File: config.mk
export PLATFORM = sky130hd
export DESIGN_NAME = keyed_wdt
export DESIGN_NICKNAME = d
export VERILOG_FILES = /design/src/rtl/keyed_wdt_pkg.sv /design/src/rtl/keyed_wdt_regs.sv /design/src/rtl/keyed_wdt_div.sv /design/src/rtl/keyed_wdt_down.sv /design/src/rtl/keyed_wdt.sv
export SDC_FILE = /design/constraint.sdc
export NUM_CORES = 1
export LEC_CHECK = 0
export BUFFER_PORTS_ARGS = -buffer_cell sky130_fd_sc_hd__buf_2
export CORE_MARGIN = 2
export CORE_UTILIZATION = 35
export CTS_BUF_LIST = sky130_fd_sc_hd__clkbuf_8
export DETAILED_ROUTE_END_ITERATION = 7
export PLACE_DENSITY_LB_ADDON = 0.08
export SLEW_MARGIN = 20
export SYNTH_ARGS = -nofsm -noshare
export SYNTH_HDL_FRONTEND = slang
export SYNTH_SLANG_ARGS = --single-unit
File: constraint.sdc
create_clock -name clk_i -period 2.3 [get_ports clk_i]
set_input_delay 0.345 -clock clk_i [delete_from_list [all_inputs] [get_ports clk_i]]
set_output_delay 0.345 -clock clk_i [all_outputs]
set_load 0.02 [all_outputs]
File: src/rtl/keyed_wdt_pkg.sv
package keyed_wdt_pkg;
  localparam int unsigned AW = 4;

  localparam logic [AW-1:0] A_CFG  = 4'h0;
  localparam logic [AW-1:0] A_WHI  = 4'h1;
  localparam logic [AW-1:0] A_WLO  = 4'h2;
  localparam logic [AW-1:0] A_PHI  = 4'h3;
  localparam logic [AW-1:0] A_PLO  = 4'h4;
  localparam logic [AW-1:0] A_CTRL = 4'h5;
  localparam logic [AW-1:0] A_STAT = 4'h6;
  localparam logic [AW-1:0] A_DIV  = 4'h7;
  localparam logic [AW-1:0] A_KEY  = 4'h8;

  // configuration bits
  localparam int B_KEYEN = 5;
  localparam int B_SRC   = 4;
  localparam int B_RUN   = 3;
  localparam int B_DIVLK = 1;
  localparam int B_PLK   = 0;
  localparam int CFG_W   = 6;

  // control bits
  localparam int C_SMODE = 0;
  localparam int C_STOP  = 1;
  localparam int C_PRLD  = 2;
endpackage

File: src/rtl/keyed_wdt_regs.sv
module keyed_wdt_regs
  import keyed_wdt_pkg::*;
#(
  parameter int              DW      = 8,
  parameter logic [DW-1:0]   KEY_VAL = 8'h5C
) (
  input  logic            clk_i,
  input  logic            rst_ni,
  input  logic            we_i,
  input  logic [AW-1:0]   addr_i,
  input  logic [DW-1:0]   wdata_i,
  input  logic            warn_set_i,
  output logic [DW-1:0]   rdata_o,
  output logic            run_o,
  output logic            src_o,
  output logic            halt_o,
  output logic            start_o,
  output logic            key_hit_o,
  output logic            warn_rld_o,
  output logic            div_wr_o,
  output logic            stat_o,
  output logic [2*DW-1:0] wcnt_o,
  output logic [2*DW-1:0] pcnt_o,
  output logic [DW-1:0]   div_o
);
  logic [CFG_W-1:0] cfg_q;
  logic [DW-1:0]    whi_q, wlo_q, phi_q, plo_q, div_q;
  logic [1:0]       ctrl_q;
  logic             stat_q;

  logic wr_cfg;
  assign wr_cfg     = we_i && (addr_i == A_CFG);
  assign start_o    = wr_cfg && (wdata_i != '0) && wdata_i[B_RUN] && !cfg_q[B_RUN];
  assign key_hit_o  = we_i && (addr_i == A_KEY) && (wdata_i == KEY_VAL) && cfg_q[B_KEYEN];
  assign warn_rld_o = we_i && (addr_i == A_CTRL) && wdata_i[C_PRLD];
  assign div_wr_o   = we_i && (addr_i == A_DIV) && !cfg_q[B_DIVLK];

  always_ff @(posedge clk_i or negedge rst_ni) begin
    if (!rst_ni) begin
      cfg_q <= '0;
    end else if (wr_cfg) begin
      if (wdata_i == '0) begin
        cfg_q <= '0;
      end else begin
        cfg_q[B_KEYEN] <= wdata_i[B_KEYEN];
        cfg_q[B_SRC]   <= wdata_i[B_SRC];
        // lock bits only accumulate
        cfg_q[B_RUN]   <= cfg_q[B_RUN]   | wdata_i[B_RUN];
        cfg_q[B_DIVLK] <= cfg_q[B_DIVLK] | wdata_i[B_DIVLK];
        cfg_q[B_PLK]   <= cfg_q[B_PLK]   | wdata_i[B_PLK];
      end
    end
  end

  always_ff @(posedge clk_i or negedge rst_ni) begin
    if (!rst_ni) begin
      whi_q  <= '0;
      wlo_q  <= '0;
      phi_q  <= '0;
      plo_q  <= '0;
      div_q  <= '0;
      ctrl_q <= '0;
    end else if (we_i) begin
      if (addr_i == A_WHI && !cfg_q[B_RUN]) whi_q <= wdata_i;
      if (addr_i == A_WLO && !cfg_q[B_RUN]) wlo_q <= wdata_i;
      if (addr_i == A_PHI && !cfg_q[B_PLK]) phi_q <= wdata_i;
      if (addr_i == A_PLO && !cfg_q[B_PLK]) plo_q <= wdata_i;
      if (div_wr_o) div_q <= wdata_i;
      if (addr_i == A_CTRL) ctrl_q <= wdata_i[1:0];
    end
  end

  always_ff @(posedge clk_i or negedge rst_ni) begin
    if (!rst_ni) begin
      stat_q <= 1'b0;
    end else if (warn_set_i) begin
      stat_q <= 1'b1;
    end else if (we_i && addr_i == A_STAT && wdata_i[0]) begin
      stat_q <= 1'b0;
    end
  end

  always_comb begin
    case (addr_i)
      A_CFG:   rdata_o = DW'(cfg_q);
      A_WHI:   rdata_o = whi_q;
      A_WLO:   rdata_o = wlo_q;
      A_PHI:   rdata_o = phi_q;
      A_PLO:   rdata_o = plo_q;
      A_CTRL:  rdata_o = DW'(ctrl_q);
      A_STAT:  rdata_o = DW'(stat_q);
      A_DIV:   rdata_o = div_q;
      default: rdata_o = '0;
    endcase
  end

  assign run_o  = cfg_q[B_RUN];
  assign src_o  = cfg_q[B_SRC];
  assign halt_o = ctrl_q[C_SMODE] & ctrl_q[C_STOP];
  assign stat_o = stat_q;
  assign wcnt_o = {whi_q, wlo_q};
  assign pcnt_o = {phi_q, plo_q};
  assign div_o  = div_q;
endmodule

File: src/rtl/keyed_wdt_div.sv
module keyed_wdt_div #(
  parameter int W = 8
) (
  input  logic         clk_i,
  input  logic         rst_ni,
  input  logic         tick_i,
  input  logic         clr_i,
  input  logic [W-1:0] div_i,
  output logic         tick_o
);
  logic [W-1:0] cnt_q;

  always_ff @(posedge clk_i or negedge rst_ni) begin
    if (!rst_ni)         cnt_q <= '0;
    else if (clr_i)      cnt_q <= '0;
    else if (tick_i)     cnt_q <= (cnt_q == div_i) ? '0 : cnt_q + 1'b1;
  end

  assign tick_o = tick_i && (cnt_q == div_i);
endmodule

File: src/rtl/keyed_wdt_down.sv
module keyed_wdt_down #(
  parameter int W = 16
) (
  input  logic         clk_i,
  input  logic         rst_ni,
  input  logic         load_i,
  input  logic         dec_i,
  input  logic [W-1:0] val_i,
  output logic         exp_o
);
  logic [W-1:0] cnt_q;
  logic         exp_q;

  always_ff @(posedge clk_i or negedge rst_ni) begin
    if (!rst_ni) begin
      cnt_q <= '0;
      exp_q <= 1'b0;
    end else begin
      exp_q <= 1'b0;
      if (load_i) begin
        cnt_q <= val_i;
      end else if (dec_i) begin
        // a load of zero behaves as one
        if (cnt_q < W'(2)) begin
          cnt_q <= val_i;
          exp_q <= 1'b1;
        end else begin
          cnt_q <= cnt_q - 1'b1;
        end
      end
    end
  end

  assign exp_o = exp_q;
endmodule

File: src/rtl/keyed_wdt.sv
module keyed_wdt
  import keyed_wdt_pkg::*;
#(
  parameter int            DW      = 8,
  parameter logic [DW-1:0] KEY_VAL = 8'h5C
) (
  input  logic          clk_i,
  input  logic          rst_ni,
  input  logic          tick_i,
  input  logic          we_i,
  input  logic [AW-1:0] addr_i,
  input  logic [DW-1:0] wdata_i,
  output logic [DW-1:0] rdata_o,
  output logic          irq_o,
  output logic          wdt_rst_o
);
  localparam int CW = 2 * DW;

  logic          run, src, halt, start, key_hit, warn_rld, div_wr, stat;
  logic          ptick, wtick, warn_exp, wdt_exp;
  logic [CW-1:0] wcnt, pcnt;
  logic [DW-1:0] div;

  keyed_wdt_regs #(.DW(DW), .KEY_VAL(KEY_VAL)) u_regs (
    .clk_i      (clk_i),
    .rst_ni     (rst_ni),
    .we_i       (we_i),
    .addr_i     (addr_i),
    .wdata_i    (wdata_i),
    .warn_set_i (warn_exp),
    .rdata_o    (rdata_o),
    .run_o      (run),
    .src_o      (src),
    .halt_o     (halt),
    .start_o    (start),
    .key_hit_o  (key_hit),
    .warn_rld_o (warn_rld),
    .div_wr_o   (div_wr),
    .stat_o     (stat),
    .wcnt_o     (wcnt),
    .pcnt_o     (pcnt),
    .div_o      (div)
  );

  keyed_wdt_div #(.W(DW)) u_div (
    .clk_i  (clk_i),
    .rst_ni (rst_ni),
    .tick_i (tick_i),
    .clr_i  (div_wr | start),
    .div_i  (div),
    .tick_o (ptick)
  );

  assign wtick = src ? ptick : tick_i;

  keyed_wdt_down #(.W(CW)) u_wdt_cnt (
    .clk_i  (clk_i),
    .rst_ni (rst_ni),
    .load_i (start | key_hit),
    .dec_i  (run & wtick & ~halt),
    .val_i  (wcnt),
    .exp_o  (wdt_exp)
  );

  keyed_wdt_down #(.W(CW)) u_warn_cnt (
    .clk_i  (clk_i),
    .rst_ni (rst_ni),
    .load_i (start | warn_rld),
    .dec_i  (run & ptick),
    .val_i  (pcnt),
    .exp_o  (warn_exp)
  );

  assign irq_o     = stat;
  assign wdt_rst_o = wdt_exp;
endmodule

=== Word-level counts from Yosys, hierarchy flattened ===
Index checks and enable logic that the tools add are counted.

* $add $sub $neg: 3
* Magnitude comparators: 2
* Equality and inequality tests: 10
* Mux-type cells: 21
* Bitwise gates (word level): 11
* Reduce and logical (&&, ||, !) cells: 34

{| class="wikitable"
|+ Operators by type and width
! kind !! number
|-
| $mux 16 || 6
|-
| $pmux 8 s8 || 1
|-
| $lt 16x2->1 const B || 2
|-
| $sub 16x1->16 const B || 2
|-
| $mux 8 || 3
|-
| $logic_and 1x1->1 || 18
|-
| $eq 4x3->1 const B || 4
|-
| $reduce_and 2->1 || 6
|-
| $mux 1 || 9
|-
| $add 8x1->8 const B || 1
|-
| $eq 4x2->1 const B || 2
|-
| $eq 8x7->1 const B || 1
|-
| $eq 8x8->1 || 1
|-
| $logic_not 8->1 || 1
|-
| $reduce_bool 2->1 || 4
|-
| $reduce_bool 8->1 || 1
|-
| $or 1x1->1 || 6
|-
| $and 1x1->1 || 4
|-
| $eq 4x1->1 const B || 1
|-
| $eq 4x4->1 const B || 1
|-
| $logic_not 4->1 || 1
|-
| $logic_not 1->1 || 3
|-
| $mux 3 || 1
|-
| $mux 2 || 1
|-
| $not 1->1 || 1
|}

* Register bits after elaboration: 90
* Input port bits: 16
* Output and inout bits: 10

=== Depth between registers and ports, before layout ===
* Word-level depth: 7
* Mapped depth: 9
* Mapped depth without buffers: 7

=== Hierarchy ===
From an unflattened synthesis, not the netlist that was laid out.

* Cell total of the unflattened synthesis: 504
* Area total of the unflattened synthesis: 5331.4 um^2

{| class="wikitable"
|+ Modules (own cells, without submodules)
! module !! instances !! cells an instance !! area each (um^2)
|-
| keyed_wdt_regs || 1 || 192 || 2423.6
|-
| keyed_wdt_down || 2 || 124 || 1164.9
|-
| keyed_wdt_div || 1 || 58 || 530.5
|-
| keyed_wdt || 1 || 6 || 47.5
|}

=== Worst setup path before layout ===
Ideal clock, no wire load.

* Path type: register to register
* Start point: register u_warn_cnt.cnt_q[12]
* End point: register u_warn_cnt.cnt_q[1]
* Arrival: 1.846 ns
* Slack: 0.324 ns
* Cell stages (with the launch flop): 9
* Buffers on the path: 2
* Period minus slack after synthesis: 1.976 ns
* Cells stage by stage: dfrtp_1 > or3_1 > nor3_1 > a41o_1 > buf_4 > buf_4 > nor2_1 > a211oi_1 > a21oi_1

* Cells in the longest elaborated chain, start to end: 4

{| class="wikitable"
|+ Ends and longest elaborated chain
! what !! RTL line !! RTL
|-
| from (decl) || keyed_wdt_down.sv:11 || <nowiki>logic [W-1:0] cnt_q;</nowiki>
|-
| from (signal assigned) || keyed_wdt_down.sv:21 || <nowiki>cnt_q <= val_i;</nowiki>
|-
| from (signal assigned) || keyed_wdt_down.sv:25 || <nowiki>cnt_q <= val_i;</nowiki>
|-
| from (signal assigned) || keyed_wdt_down.sv:28 || <nowiki>cnt_q <= cnt_q - 1'b1;</nowiki>
|-
| $lt 16x2->1 || keyed_wdt_down.sv:24 || <nowiki>if (cnt_q < W'(2)) begin</nowiki>
|-
| $mux 16 || keyed_wdt_down.sv:24 ||
|-
| $mux 16 || keyed_wdt_down.sv:22 || <nowiki>end else if (dec_i) begin</nowiki>
|-
| $mux 16 || keyed_wdt_down.sv:20 || <nowiki>if (load_i) begin</nowiki>
|}

Every way passes these cells. The select of a mux whose other input is x is not followed.
A chain may end at the register's enable or synchronous reset.

=== Final worst setup path ===
* Start point: register u_wdt_cnt.cnt_q[8]
* End point: register u_wdt_cnt.cnt_q[4]

* Cells in the longest elaborated chain, start to end: 4

{| class="wikitable"
|+ Ends and longest elaborated chain
! what !! RTL line
|-
| from (decl) || keyed_wdt_down.sv:11
|-
| from (signal assigned) || keyed_wdt_down.sv:21
|-
| from (signal assigned) || keyed_wdt_down.sv:25
|-
| from (signal assigned) || keyed_wdt_down.sv:28
|-
| $lt 16x2->1 || keyed_wdt_down.sv:24
|-
| $mux 16 || keyed_wdt_down.sv:24
|-
| $mux 16 || keyed_wdt_down.sv:22
|-
| $mux 16 || keyed_wdt_down.sv:20
|}

Every way passes these cells. The select of a mux whose other input is x is not followed.

==> flow_summary.toml <==
[drt]
avgViaCountPerCell = 5.61
drt-pass1-iter-count = 6
final_antenna_net_count = 0
wl_um = 13800
drtIter0Drc = 345
drc = 0
wl_per_cell_um = 19.1
vias = 4049

[synth]
syn_inst = 491
netlist_area_um2 = 4910
synth-edff-count = 0
yosys_warnings = 0
synth-seq-cells = 90
yosysTopAreaCell = "dfrtp_1"
syn_area_per_cell_um2 = 10.0
ys_async_sr_fraction = 1.00
synth_seq_area_share = 0.458
synthTopCellsByArea = "dfrtp_1, mux2_2, o21ai_0"
synth_fp_nets = 510
yosysMostFrequentCell = "dfrtp_1"
ys.flop_type = "dfrtp_1"
synth_common_cells = "dfrtp_1, nor2_1, mux2_2"
yosys.area.top_type_share = 0.458
ys_types = 60

[critical_path]
r2r_cells = 6
r2r_slack_ps = 180
startpoint = "u_wdt_cnt.cnt_q[8]"
arrival_ps = 2430
reg2reg_from = "u_wdt_cnt.cnt_q[8]"
slowest_stage = "dfrtp_1"
worst-path-max-fanout = 21
cpLargestDelayFamily = "simple AND/OR/NAND/NOR gates"
crit_path_max_incr_delay_ps = 430
worstPathCellList = "or3_1, nor4_2, nand4_1, and2_4, a41oi_1, o22a_1"
r2r-end = "u_wdt_cnt.cnt_q[4]"
worstSetupPathType = "reg2reg"
required_ps = 2610
path_buf_inv = 0
endpoint_kind = "flop"
startpoint_type = "flop"

[global_routing]
grt-ovfl-total = 0
grt_max_degree = 42
grt_pass1_vias = 3936
grt.total_usage = 0.196
grt_pass1_wl_um = 22100
antenna_found_initial = 0

[cts]
cts-buffers-inserted = 9
clk_pin_slew_ps = 90
clk_path_buf_depth = 2
cts_tree = "built"
insertion_delay_ps = 370
clkSinkCount = 90
cts_max_level = 3
root_buffer = "clkbuf_8"

[floorplan]
die_x_um = 122
io_pins = 26
die_height_um = 122
core_area_um2 = 13800
fp-row-count = 43
dieArea_um2 = 15000
start_util = 0.357

[placement]
port_buffers = 25
preCtsSetupSlack_ps = -20.6
hpwlAfterDp_um = 10200
gp_congestion = 0.865

[timing]
fin_crit_sh = 0.921
hold_ws_ps = 289
max_freq_ghz = 0.472
hold_viol = 0
setup_viol = 0
rsz0062_at_grt = "no"
finClkSkew_ps = 12.4
fin_ws_ps = 181
worstMarginPinSlew_ps = 618
slew_headroom = 0.588
fin_crit_ps = 2120
maxSlewViolCount = 0

[pwr]
ir_drop_mv = 0.301
p_leak_nw = 2.52
power_density_nw_per_um2 = 911

[min_path]
min-delay-start = "wdata_i[2]"
hold_depth = 2
holdPathEnd = "u_regs.div_o[2]"
hold_class = "in2reg"

[final_layout]
drive_above_1_share = 0.225
seq_area_um2 = 2250
fill_cells = 1460
syn_to_final_growth_pct = 14.5
antenna_cells = 0
final_nets = 557
multi_input_area_um2 = 2490

[outcome]
outcome = "finished clean"

[run]
drv_cap = 0
-- logic make-up (layout without fill, tap and decap cells) --
family / Yosys count / in the layout / synth area share
and+or+nand+nor: 167 / 167 / 0.185
AOI/OAI and AO/OA: 130 / 130 / 0.175
DFF: 90 / 90 / 0.458
muxes: 55 / 55 / 0.123
buffers and inverters: 38 / 89 / 0.0372
xor gates and xnor gates: 8 / 8 / 0.0143
adders and majority gates: 3 / 3 / 0.00764
-- layout by cell type, fill, tap and decap left out, types with 8 or more instances in the layout --
| master | instances |
|---|---|
| dfrtp_1 | 90 |
| nor2_1 | 44 |
| mux2_2 | 41 |
| o21ai_0 | 39 |
| nand2_1 | 33 |
| buf_4 | 30 |
| a21oi_1 | 25 |
| buf_2 | 24 |
| inv_1 | 18 |
| nor3_1 | 16 |
| mux2i_1 | 14 |
| nor4_1 | 12 |
| a222oi_1 | 10 |
| clkbuf_8 | 10 |
| nand4_1 | 8 |
| xnor2_1 | 8 |
| o22ai_1 | 8 |
-- where the power goes --
group	switching (mW)	total (mW)	leakage, nW	internal [mW]
clock network	0.561	1.08	0.105	0.516
registers	0.513	2.51	1.12	2.00
logic	0.819	1.54	1.29	0.720
total	1.89	5.13	2.52	3.23
-- worst reg2reg max path: stages, from the launching register on --
cell	delay [ps]
dfrtp_1	430
or3_1	420
nor4_2	210
nand4_1	260
and2_4	330
a41oi_1	260
o22a_1	150
-- how the worst max path moves through the flow --
stage | end | cells after the start
final | u_wdt_cnt.cnt_q[4] | 6
after global routing | u_wdt_cnt.cnt_q[4] | 6
after CTS | u_wdt_cnt.cnt_q[4] | 6
after detailed placement | u_wdt_cnt.cnt_q[8] | 8
after global placement | u_wdt_cnt.cnt_q[8] | 8
after floorplan | u_warn_cnt.cnt_q[1] | 8
-- timing repair --
item | in CTS | in global routing
endpoints found under the hold margin | 27 | 0
gates resized for setup | 0 | 1
setup endpoints to repair | 0 | 8
buffers inserted | 0 | 1
hold buffers | 1 | 0
-- sequential cells by signal, indices dropped and copies added (netlist names), 2 cells and up --
| signal | cells |
|---|---|
| u_div.cnt_q | 8 |
| u_regs.cfg_q | 5 |
| u_regs.ctrl_q | 2 |
| u_regs.div_o | 8 |
| u_regs.phi_q | 8 |
| u_regs.plo_q | 8 |
| u_regs.whi_q | 8 |
| u_regs.wlo_q | 8 |
| u_warn_cnt.cnt_q | 16 |
| u_wdt_cnt.cnt_q | 16 |
-- through the flow --
step / instance area, um^2 / setup TNS [ps] / util / cells / power, mW
after floorplan: 4910 / 0 / - / 491 / 3.45
after global placement: 5410 / 0 / 0.393 / 705 / 4.04
after detailed placement: 5410 / -31.6 / 0.393 / 705 / 4.07
after CTS: 5610 / 0 / 0.407 / 721 / 5.16
after global routing: 5620 / 0 / 0.408 / 722 / 5.50
final: 5620 / 0 / 0.408 / 722 / 5.13
-- cell type report --
cell class,instances,area share
clock buffers,10,0.0245
clock inverters,5,0.00845
inverters,16,0.0107
multi-input cells,363,0.442
flip-flops and latches,90,0.400
well taps,180,0.0400
repair buffers,58,0.0739
-- layer usage --
metal	up-vias	GRT usage	wire [um]
met3	18	0.0302	405
li1	1943	-	-
met4	0	0.0754	287
met5	-	0	0
met1	2002	0.280	6780
met2	86	0.298	6330
Power figures use the tool's default switching activity.
